<file path="src/rtl/lsm_pkg.sv">
package lsm_pkg;
  localparam int DATA_W = 32;
  localparam int STRB_W = DATA_W / 8;

  typedef enum logic [2:0] {
    ST_IDLE  = 3'd0,
    ST_WADDR = 3'd1,
    ST_WRESP = 3'd2,
    ST_RADDR = 3'd3,
    ST_RDATA = 3'd4,
    ST_DONE  = 3'd5
  } lsm_state_e;
endpackage

</file>
<file path="src/rtl/lsm_req_latch.sv">
module lsm_req_latch
  import lsm_pkg::*;
#(
  parameter int ADDR_W = 32
) (
  input  logic              clk,
  input  logic              rst_n,
  input  logic              load,
  input  logic              d_write,
  input  logic [ADDR_W-1:0] d_addr,
  input  logic [STRB_W-1:0] d_be,
  input  logic [DATA_W-1:0] d_wdata,
  output logic              q_write,
  output logic [ADDR_W-1:0] q_addr,
  output logic [STRB_W-1:0] q_be,
  output logic [DATA_W-1:0] q_wdata
);
  always_ff @(posedge clk or negedge rst_n) begin
    if (!rst_n) begin
      q_write <= 1'b0;
      q_addr  <= '0;
      q_be    <= '0;
      q_wdata <= '0;
    end else if (load) begin
      q_write <= d_write;
      q_addr  <= d_addr;
      q_be    <= d_be;
      q_wdata <= d_wdata;
    end
  end


  hold_fields_chk: assert property (@(posedge clk) disable iff (!rst_n)
    !load |=> $stable(q_addr) && $stable(q_be) && $stable(q_wdata) && $stable(q_write));
endmodule

</file>
<file path="src/rtl/lsm_ctrl.sv">
module lsm_ctrl
  import lsm_pkg::*;
(
  input  logic clk,
  input  logic rst_n,
  input  logic req,
  input  logic req_write,
  output logic load,
  output logic fin,
  output logic awvalid,
  input  logic awready,
  output logic wvalid,
  input  logic wready,
  input  logic bvalid,
  output logic bready,
  output logic arvalid,
  input  logic arready,
  input  logic rvalid,
  output logic rready
);
  lsm_state_e state_q, state_d;
  logic aw_ok_q, aw_ok_d;
  logic w_ok_q, w_ok_d;

  always_comb begin
    state_d = state_q;
    aw_ok_d = aw_ok_q;
    w_ok_d  = w_ok_q;
    load    = 1'b0;
    fin     = 1'b0;
    awvalid = 1'b0;
    wvalid  = 1'b0;
    bready  = 1'b0;
    arvalid = 1'b0;
    rready  = 1'b0;
    unique case (state_q)
      ST_IDLE: begin
        if (req) begin
          load    = 1'b1;
          state_d = req_write ? ST_WADDR : ST_RADDR;
        end
      end
      ST_WADDR: begin
        awvalid = !aw_ok_q;
        wvalid  = !w_ok_q;
        aw_ok_d = aw_ok_q | awready;
        w_ok_d  = w_ok_q | wready;
        if (aw_ok_d && w_ok_d) begin
          state_d = ST_WRESP;
          aw_ok_d = 1'b0;
          w_ok_d  = 1'b0;
        end
      end
      ST_WRESP: begin
        bready = 1'b1;
        if (bvalid) begin
          fin     = 1'b1;
          state_d = ST_DONE;
        end
      end
      ST_RADDR: begin
        arvalid = 1'b1;
        if (arready) state_d = ST_RDATA;
      end
      ST_RDATA: begin
        rready = 1'b1;
        if (rvalid) begin
          fin     = 1'b1;
          state_d = ST_DONE;
        end
      end
      ST_DONE: state_d = ST_IDLE;
      default: state_d = ST_IDLE;
    endcase
  end

  always_ff @(posedge clk or negedge rst_n) begin
    if (!rst_n) begin
      state_q <= ST_IDLE;
      aw_ok_q <= 1'b0;
      w_ok_q  <= 1'b0;
    end else begin
      state_q <= state_d;
      aw_ok_q <= aw_ok_d;
      w_ok_q  <= w_ok_d;
    end
  end


  aw_hold_chk: assert property (@(posedge clk) disable iff (!rst_n)
    awvalid && !awready |=> awvalid);

  w_hold_chk: assert property (@(posedge clk) disable iff (!rst_n)
    wvalid && !wready |=> wvalid);

  ar_hold_chk: assert property (@(posedge clk) disable iff (!rst_n)
    arvalid && !arready |=> arvalid);

  aw_drop_chk: assert property (@(posedge clk) disable iff (!rst_n)
    awvalid && awready |=> !awvalid);

  one_side_chk: assert property (@(posedge clk) disable iff (!rst_n)
    !((arvalid || rready) && (awvalid || wvalid || bready)));

  no_load_busy_chk: assert property (@(posedge clk) disable iff (!rst_n)
    (awvalid || wvalid || bready || arvalid || rready) |-> !load);
endmodule

</file>
<file path="src/rtl/lsm_resp.sv">
module lsm_resp
  import lsm_pkg::*;
(
  input  logic              clk,
  input  logic              rst_n,
  input  logic              fin,
  input  logic              is_write,
  input  logic [STRB_W-1:0] be,
  input  logic [DATA_W-1:0] rdata,
  input  logic [1:0]        rresp,
  input  logic [1:0]        bresp,
  output logic              done,
  output logic [DATA_W-1:0] rdata_q,
  output logic              err
);
  logic [DATA_W-1:0] masked;

  for (genvar i = 0; i < STRB_W; i++) begin : g_lane
    assign masked[i*8 +: 8] = be[i] ? rdata[i*8 +: 8] : 8'h00;
  end

  always_ff @(posedge clk or negedge rst_n) begin
    if (!rst_n) begin
      done    <= 1'b0;
      rdata_q <= '0;
      err     <= 1'b0;
    end else begin
      done <= fin;
      if (fin) begin
        rdata_q <= is_write ? '0 : masked;
        err     <= is_write ? bresp[1] : rresp[1];
      end
    end
  end


  done_pulse_chk: assert property (@(posedge clk) disable iff (!rst_n)
    done |=> !done);
endmodule

</file>
<file path="src/rtl/lite_single_master.sv">
module lite_single_master
  import lsm_pkg::*;
#(
  parameter int ADDR_W = 32
) (
  input  logic              clk,
  input  logic              rst_n,
  input  logic              usr_req,
  input  logic              usr_write,
  input  logic [ADDR_W-1:0] usr_addr,
  input  logic [3:0]        usr_be,
  input  logic [31:0]       usr_wdata,
  output logic              usr_done,
  output logic [31:0]       usr_rdata,
  output logic              usr_err,
  output logic [ADDR_W-1:0] m_awaddr,
  output logic              m_awvalid,
  input  logic              m_awready,
  output logic [31:0]       m_wdata,
  output logic [3:0]        m_wstrb,
  output logic              m_wvalid,
  input  logic              m_wready,
  input  logic [1:0]        m_bresp,
  input  logic              m_bvalid,
  output logic              m_bready,
  output logic [ADDR_W-1:0] m_araddr,
  output logic              m_arvalid,
  input  logic              m_arready,
  input  logic [31:0]       m_rdata,
  input  logic [1:0]        m_rresp,
  input  logic              m_rvalid,
  output logic              m_rready
);
  logic              load, fin;
  logic              cap_write;
  logic [ADDR_W-1:0] cap_addr;
  logic [STRB_W-1:0] cap_be;
  logic [DATA_W-1:0] cap_wdata;

  lsm_req_latch #(.ADDR_W(ADDR_W)) u_latch (
    .clk(clk), .rst_n(rst_n), .load(load),
    .d_write(usr_write), .d_addr(usr_addr), .d_be(usr_be), .d_wdata(usr_wdata),
    .q_write(cap_write), .q_addr(cap_addr), .q_be(cap_be), .q_wdata(cap_wdata)
  );

  lsm_ctrl u_ctrl (
    .clk(clk), .rst_n(rst_n), .req(usr_req), .req_write(usr_write),
    .load(load), .fin(fin),
    .awvalid(m_awvalid), .awready(m_awready),
    .wvalid(m_wvalid), .wready(m_wready),
    .bvalid(m_bvalid), .bready(m_bready),
    .arvalid(m_arvalid), .arready(m_arready),
    .rvalid(m_rvalid), .rready(m_rready)
  );

  lsm_resp u_resp (
    .clk(clk), .rst_n(rst_n), .fin(fin), .is_write(cap_write), .be(cap_be),
    .rdata(m_rdata), .rresp(m_rresp), .bresp(m_bresp),
    .done(usr_done), .rdata_q(usr_rdata), .err(usr_err)
  );

  assign m_awaddr = cap_addr;
  assign m_araddr = cap_addr;
  assign m_wdata  = cap_wdata;
  assign m_wstrb  = cap_be;


  done_cause_chk: assert property (@(posedge clk) disable iff (!rst_n)
    usr_done |-> $past((m_bvalid && m_bready) || (m_rvalid && m_rready)));

  awaddr_stable_chk: assert property (@(posedge clk) disable iff (!rst_n)
    m_awvalid && !m_awready |=> $stable(m_awaddr));

  wdata_stable_chk: assert property (@(posedge clk) disable iff (!rst_n)
    m_wvalid && !m_wready |=> $stable(m_wdata) && $stable(m_wstrb));

  araddr_stable_chk: assert property (@(posedge clk) disable iff (!rst_n)
    m_arvalid && !m_arready |=> $stable(m_araddr));
endmodule

</file>
<file path="config.mk">
export PLATFORM = sky130hd
export DESIGN_NAME = lite_single_master
export DESIGN_NICKNAME = d
export VERILOG_FILES = /design/src/rtl/lsm_pkg.sv /design/src/rtl/lsm_req_latch.sv /design/src/rtl/lsm_ctrl.sv /design/src/rtl/lsm_resp.sv /design/src/rtl/lite_single_master.sv
export SDC_FILE = /design/constraint.sdc
export NUM_CORES = 1
export LEC_CHECK = 0
export BUFFER_PORTS_ARGS = -buffer_cell sky130_fd_sc_hd__buf_2
export CAP_MARGIN = 10
export CELL_PAD_IN_SITES_DETAIL_PLACEMENT = 0
export CELL_PAD_IN_SITES_GLOBAL_PLACEMENT = 1
export CORE_MARGIN = 2
export CORE_UTILIZATION = 33
export CTS_CLUSTER_SIZE = 16
export DETAILED_ROUTE_END_ITERATION = 10
export PLACE_DENSITY_LB_ADDON = 0.1
export SYNTH_ARGS = -nofsm -noshare
export SYNTH_HDL_FRONTEND = slang
export SYNTH_SLANG_ARGS = --single-unit
</file>
<file path="constraint.sdc">
create_clock -name clk -period 2.3 [get_ports clk]
set_input_delay 0.575 -clock clk [delete_from_list [all_inputs] [get_ports clk]]
set_output_delay 0.575 -clock clk [all_outputs]
set_load 0.01 [all_outputs]
</file>
* After elaboration in Yosys (flattened, before gate mapping)
Cells that the tools add are included.
Word-level totals: register bits after elaboration 108, word-level logic and storage cells 51
Operators by class: mux-type cells 25, equal/unequal tests 9, reduce and logical (&&, ||, !) cells 5, bitwise logic cells 2
Operator list (number):
- 2-to-1 mux 32 bit | 1
- 2-to-1 mux 8 bit | 4
- 2-to-1 mux 3 bit | 5
- case mux 3 bit (5 select lines) | 1
- 2-to-1 mux 1 bit | 12
- inequality test 2 bit, second input constant | 4
- == test 3 x 2 -> 1 bit, second input constant | 2
- AND reduction 5 bit | 1
- == test 3 x 1 -> 1 bit, second input constant | 1
- == test 3 bit, second input constant | 1
- logical NOT 3 bit | 1
- logical NOT 1 bit | 2
- 2-to-1 mux 2 bit | 1
- inequality test 2 x 1 -> 1 bit, second input constant | 1
- OR 1 bit | 2
- case mux 1 bit (2 select lines) | 1
- logical AND 1 bit | 1

* Depth between registers and ports, before layout
Gate-level depths: netlist of the first run.
word-level depth 4, mapped depth 7, gate-level depth less buffers 4

* Cells and area by module
From an unflattened synthesis of the first run, not the netlist that was laid out.
Unflattened totals: cell total of the unflattened synthesis 369, area total of the unflattened synthesis 4808.4 um^2
By module, submodules not included:
- lsm_req_latch | area each 2603.7 um^2, instances 1, cells each 146
- lsm_resp | area each 1607.8 um^2, instances 1, cells each 148
- lsm_ctrl | area each 356.6 um^2, instances 1, cells each 43
- lite_single_master | area each 240.2 um^2, instances 1, cells each 32

* Worst setup path before layout of the first run
No wires, ideal clock.
kind reg-to-reg, start reg u_ctrl.state_q[1], end reg u_latch.q_addr[11], data required time 2175 ps, path slack 712 ps, arrival time 1463 ps, buffers on the path 4, cell stages (with the launch flop) 8, path through dfrtp_1 > buf_6 > nor2_4 > and3_4 > buf_6 > buf_6 > buf_12 > mux2_4
On the way: cells in the longest elaborated chain, start to end 2
RTL lines:
- from (decl) | line lsm_ctrl.sv:21 | lsm_state_e state_q, state_d;
- from (signal assigned) | line lsm_ctrl.sv:83 | state_q <= state_d;
- logical NOT 3 bit | line lsm_ctrl.sv:36 | unique case (state_q)
- 2-to-1 mux 1 bit | line lsm_ctrl.sv:36
- to (signal assigned) | line lsm_req_latch.sv:26 | q_addr <= d_addr;
- to (decl) | line lsm_req_latch.sv:14 | output logic [ADDR_W-1:0] q_addr,
Every way passes these cells. A chain may end at the register's enable or synchronous reset.

* Final worst setup path of the first run
start reg u_ctrl.state_q[1], end out m_wvalid
On the way: cells in the longest elaborated chain, start to end 2
RTL lines:
- == test 3 x 1 -> 1 bit | line lsm_ctrl.sv:36
- 2-to-1 mux 1 bit | line lsm_ctrl.sv:36
- to (decl) | line lite_single_master.sv:21 | output logic m_wvalid,
Every way passes these cells.

==> flow_metrics.py, run 1 <==
metrics = {
    "sta": {
        "setup_tns_ns": 0,
        "fmax_mhz": 492.1,
        "tightest_slew_ns": 0.5958,
        "rsz0062_at_grt": "false",
        "fin_crit_ns": 2.032,
        "finalSetupViolCount": 0,
        "period_share_pct": 88.36,
        "drv_slew": 0,
        "slew_headroom_pct": 60.20,
        "holdWs_ns": 0.2087,
        "hold_viol_final": 0,
        "clock-skew-final_ns": 0.006161,
        "setup_slack_ns": 0.2678,
    },
    "clock_network": {
        "cts_made_buffers": 9,
        "cts.clk_slew.worst_paths_ns": 0.07,
        "clkSinkCount": 108,
        "post-cts-setup-buffers": 0,
        "h-tree-depth": 3,
        "cts.hold.buffers_added": 0,
        "cts-resized-gates": 0,
        "cts_tree": "yes",
        "clkLatencyLatePin_ns": 0.34,
        "root_buffer": "clkbuf_16",
        "clk_path_buf_depth": 2,
    },
    "synthesis": {
        "ys_warn_count": 0,
        "synthCells": 372,
        "synth.distinct_cells": 28,
        "synth_common_cells": "108 x dfrtp_1, 67 x nand2_1, 60 x mux2_2",
        "ys_ff_latch": 108,
        "synthArstFlopShare_pct": 100.0,
        "synth.net_count": 485,
        "synth_top_area_share_pct": 59.03,
        "synth-edff-count": 0,
        "synth_top_cell_by_area": "dfrtp_1",
        "synthesis.area_um2": 4578,
        "synth_most_common_cell": "dfrtp_1",
        "synth_top_flop_cell": "dfrtp_1",
        "ys_seq_area_share_pct": 59.03,
        "ys_top_cells_by_area": "dfrtp_1 59%, mux2_2 15%, buf_4 6.2%",
        "syn_area_per_cell_um2": 12.31,
    },
    "cells_and_area": {
        "finalNonFillerCells": 771,
        "fillers": 1365,
        "diodes": 0,
        "register_area_um2": 2703,
        "area_growth_pct": 33.40,
        "final_area_um2": 6107,
        "fin_util_pct": 44.51,
        "multi_input_area_um2": 1468,
        "drive_gt1_share_pct": 58.71,
        "nets": 700,
    },
    "floorplan": {
        "ioPinCount": 252,
        "die_h_um": 121.8,
        "die-width_um": 121.8,
        "dieArea_um2": 14830,
        "rows": 43,
        "core_um2": 13720,
        "initial_core_util_pct": 33.37,
    },
    "worst_setup_path": {
        "cp.arrival_ns": 1.46,
        "critical_path_class": "register to output port",
        "critical_path.max_stage_delay_ns": 0.48,
        "crit_slowest_cell": "dfrtp_1",
        "cp-start-kind": "register",
        "cp_num_buf_inv": 1,
        "crit_path_max_fanout": 10,
        "required_ns": 1.73,
        "critPathTopFamily": "flip-flops",
        "end_kind": "output port",
        "worstPathCellList": "nor2_4, nand2_1, nor2_1, buf_2",
    },
    "global_routing": {
        "grt_pass1_vias": 3209,
        "antenna_found_initial": 0,
        "grt_usage_pct": 14.79,
        "grt_pass1_wl_um": 16670,
        "grt_overflow": 0,
        "grt_max_degree": 68,
    },
    "pwr": {
        "vdd_drop_max_mv": 0.6501,
        "p_leak_nw": 3.128,
        "power_density_nw_per_um2": 1435,
        "power.total_mw": 8.762,
    },
    "drt": {
        "vias": 3356,
        "post_drt_wl_per_cell_um": 14.49,
        "drc": 0,
        "wl_um": 11170,
        "ant_nets": 0,
        "drtIter0Drc": 94,
        "dr.pass1.iters": 4,
        "via_per_inst": 4.353,
    },
    "placed_design": {
        "place_ws_ns": 0.5487,
        "dp_hpwl_um": 8608,
        "dp_cells": 756,
        "io_buffers": 249,
        "place.gp.congestion": 0.7812,
        "place_area_um2": 5768,
    },
    "outcome": {
        "run_status": "finished clean",
    },
    "flow_run": {
        "maxCapViolations": 0,
    },
    "hold_path": {
        "min_path_type": "primary input to async pin",
    },
}
## logic make-up after synthesis
logic type / after synthesis / synth area share [%]
AO/OA/AOI/OAI: 45 / 5.411
multiplexers: 72 / 18.47
buffers and inverters: 59 / 8.937
flip-flops: 108 / 59.03
AND/OR/NAND/NOR: 88 / 8.144
## routing by layer
layer	up-vias	track usage, %	share of wire [%]
met5	-	0	0
met4	0	3.305	1.0
met3	7	5.290	7.5
met2	126	25.91	51
met1	1587	17.39	40
li1	1636	-	-
## layout by cell type, fill, tap and decap left out, drive strengths merged, types with 2 or more instances in the layout
master,count
a31oi,3
buf,258
bufinv,3
clkbuf,9
clkinvlp,2
dfrtp,108
inv,5
mux2,70
mux2i,2
nand2,67
nand3b,2
nor2,11
nor2b,4
o21ai,36
## sequential cells by signal, summed over array words and instances, names as in the netlist
| register | count |
|---|---|
| u_ctrl.aw_ok_q | 1 |
| u_ctrl.state_q | 3 |
| u_ctrl.w_ok_q | 1 |
| u_latch.q_addr | 32 |
| u_latch.q_be | 4 |
| u_latch.q_wdata | 32 |
| u_latch.q_write | 1 |
| u_resp.done | 1 |
| u_resp.err | 1 |
| u_resp.rdata_q | 32 |
## where the power goes
group          total (mW)  switching (mW)  internal (mW)
sequential           3.37           0.559           2.81
clock                1.74           0.685           1.06
combinational        3.65            1.85           1.81
## area by class of cell
cell class | count | area share (%)
inverter | 5 | 0.3073
tap | 180 | 3.688
clock inverter | 6 | 1.864
sequential | 108 | 44.25
timing repair buffer | 258 | 22.17
multi-input combinational | 205 | 24.03
clock buffer | 9 | 3.688
## final timing paths
kind	end	slack [ns]	from	cells past startpoint
worst max-delay path	m_wvalid	0.27	u_ctrl.state_q[1]	4
worst min-delay path	u_latch.q_wdata[12]	0.21	rst_n	1
worst max register to register	u_latch.q_wdata[20]	0.54	u_ctrl.state_q[1]	4
worst min register to register	u_resp.rdata_q[26]	0.48	u_resp.rdata_q[26]	2
max in group asynchronous	u_latch.q_addr[7]	1.43	rst_n	2
min in group clk	u_latch.q_addr[8]	0.46	usr_addr[8]	2
No activity file was read; power rests on OpenSTA's default activity.
==> run 2: changes to the inputs <==
--- a/config.mk
+++ b/config.mk
@@ -9,8 +9,7 @@
 export CAP_MARGIN = 10
 export CELL_PAD_IN_SITES_DETAIL_PLACEMENT = 0
 export CELL_PAD_IN_SITES_GLOBAL_PLACEMENT = 1
-export CORE_MARGIN = 2
-export CORE_UTILIZATION = 33
+export CORE_UTILIZATION = 28
 export CTS_CLUSTER_SIZE = 16
 export DETAILED_ROUTE_END_ITERATION = 10
 export PLACE_DENSITY_LB_ADDON = 0.1
==> run 2 against run 1 <==
  * Clock skew grew 0.0037 ns
  * Global-route usage fell by 1.1 points
  * Setup slack got worse by 0.020 ns
  * Sequential share of layout area decreased by 0.16 points
  * Register-to-register slack worse by 0.03 ns
  * Non-clock buffer count down 2
  * Sequential power about the same
  * Worst hold slack lost 0.028 ns
==> flow_metrics.py, run 2 (synthesis results as in run 1) <==
metrics = {
    "clock_network": {
        "cts_made_buffers": 9,
        "cts.hold.buffers_added": 0,
        "clkSinkCount": 108,
        "cts_tree": "yes",
        "cts-resized-gates": 0,
        "root_buffer": "clkbuf_16",
        "clk_path_buf_depth": 2,
        "post-cts-setup-buffers": 0,
        "cts.clk_slew.worst_paths_ns": 0.07,
        "clkLatencyLatePin_ns": 0.35,
        "h-tree-depth": 3,
    },
    "global_routing": {
        "grt_overflow": 0,
        "grt_max_degree": 68,
        "grt_usage_pct": 13.69,
        "antenna_found_initial": 0,
        "grt_pass1_vias": 3199,
        "grt_pass1_wl_um": 17060,
    },
    "floorplan": {
        "core_um2": 15940,
        "initial_core_util_pct": 28.72,
        "dieArea_um2": 16870,
        "rows": 46,
        "die-width_um": 129.9,
        "ioPinCount": 252,
        "die_h_um": 129.9,
    },
    "worst_setup_path": {
        "worstPathCellList": "nor2_4, nand2_1, nor2_1, buf_2",
        "cp_num_buf_inv": 1,
        "critical_path.max_stage_delay_ns": 0.49,
        "worstReg2RegStart": "u_ctrl.state_q[1]",
        "cp-start-kind": "register",
        "end_kind": "output port",
        "crit_path_max_fanout": 10,
        "r2r_slack_ns": 0.51,
        "critical_path_class": "register to output port",
        "crit_slowest_cell": "dfrtp_1",
        "cp.arrival_ns": 1.48,
        "worstRegToRegCells": 4,
        "critPathTopFamily": "flip-flops",
        "r2r-end": "u_latch.q_wdata[7]",
        "required_ns": 1.73,
    },
    "sta": {
        "rsz0062_at_grt": "false",
        "finalSetupViolCount": 0,
        "setup_tns_ns": 0,
        "slew_headroom_pct": 57.31,
        "period_share_pct": 89.23,
        "clock-skew-final_ns": 0.009832,
        "fmax_mhz": 487.2,
        "tightest_slew_ns": 0.6391,
        "fin_crit_ns": 2.052,
        "drv_slew": 0,
        "hold_viol_final": 0,
    },
    "drt": {
        "ant_nets": 0,
        "dr.pass1.iters": 4,
        "via_per_inst": 4.239,
        "wl_um": 11650,
        "vias": 3417,
        "drc": 0,
        "drtIter0Drc": 51,
        "post_drt_wl_per_cell_um": 14.45,
    },
    "pwr": {
        "pwr-share-comb_pct": 42.4,
        "power_density_nw_per_um2": 1423,
        "p_leak_nw": 3.119,
        "p_int_mw": 5.603,
        "power_frac_seq_pct": 38.5,
        "swShare_pct": 35.74,
        "power_frac_clock_pct": 19.1,
        "vdd_drop_max_mv": 0.5400,
        "switching_power_mw": 3.116,
    },
    "cells_and_area": {
        "area_growth_pct": 33.89,
        "reg.largest.list": "u_latch.q_addr x32, u_latch.q_wdata x32, u_resp.rdata_q x32",
        "fin_util_pct": 38.45,
        "diodes": 0,
        "final_cell_mix": "248 x buf_2, 108 x dfrtp_1, 67 x nand2_1",
        "nets": 698,
        "fillers": 1663,
        "drive_gt1_share_pct": 58.31,
        "final_area_um2": 6130,
        "final_common_cell": "buf_2",
    },
    "outcome": {
        "run_status": "finished clean",
    },
    "hold_path": {
        "min_path_type": "primary input to async pin",
    },
    "flow_run": {
        "maxCapViolations": 0,
    },
    "placed_design": {
        "place.gp.congestion": 0.7535,
        "dp_hpwl_um": 8895,
        "place_area_um2": 5811,
        "io_buffers": 249,
    },
}
## run 2: changes by cell type in the layout (fill, tap and decap cells not counted), sizes merged
cell / delta
bufinv: -1
buf: -2
clkbuf: +3
clkinvlp: -1
## run 2: worst reg2reg max path, delay by kind of cell, from the launching register on
| family | cells | cell delay (ns) |
|---|---|---|
| simple gates | 2 | 0.56 |
| flops | 1 | 0.49 |
| buf+inv | 1 | 0.27 |
| mux | 1 | 0.36 |
## run 2: area by class of cell
class / instances / area [µm²] / area share [%]
Multi-Input combinational cell: 205 / 1468 / 23.94
Timing Repair Buffer: 256 / 1351 / 22.05
Inverter: 5 / 18.77 / 0.3062
Clock buffer: 12 / 246.5 / 4.021
Tap cell: 216 / 270.3 / 4.409
Clock inverter: 4 / 72.57 / 1.184
Sequential cell: 108 / 2703 / 44.09
## run 2: worst max path at each step
stage | startpoint | to | cells after the start
floorplan | u_ctrl.state_q[1] | u_latch.q_addr[11] | 7
global placement | u_ctrl.state_q[1] | u_latch.q_be[1] | 4
detailed placement | u_ctrl.state_q[1] | u_latch.q_wdata[21] | 4
CTS | u_ctrl.state_q[1] | m_awvalid | 4
global route | u_ctrl.state_q[1] | m_wvalid | 4
finish | u_ctrl.state_q[1] | m_awvalid | 4
## run 2: power by group through the flow
stage	clock network, mW	logic [mW]	registers [mW]
finish	1.67	3.69	3.36
global route	1.81	4.08	3.52
CTS	1.74	3.77	3.38
detailed placement	0	3.76	3.41
global placement	0	3.76	3.37
floorplan	0	2.17	3.75
## run 2: per-layer routing
layer	track usage [%]	vias to the layer above	part of all wire (%)
met3	5.043	9	7.3
met4	4.241	0	1.1
met1	14.66	1626	40
met5	0	-	0
li1	-	1634	-
met2	24.94	148	52
## run 2: metrics by stage
| step | setup WS [ns] | hold WS (ns) | instances | power (mW) |
|---|---|---|---|---|
| final | 0.2477 | 0.1809 | 806 | 8.720 |
| after global routing | 0.1260 | 0.1989 | 806 | 9.404 |
| after CTS | 0.2348 | 0.1928 | 806 | 8.891 |
| after detailed placement | 0.5093 | 0.4654 | 790 | 7.178 |
| after global placement | 0.5268 | 0.4588 | 790 | 7.136 |
| after floorplan | 0.7119 | 0.2794 | 372 | 5.915 |
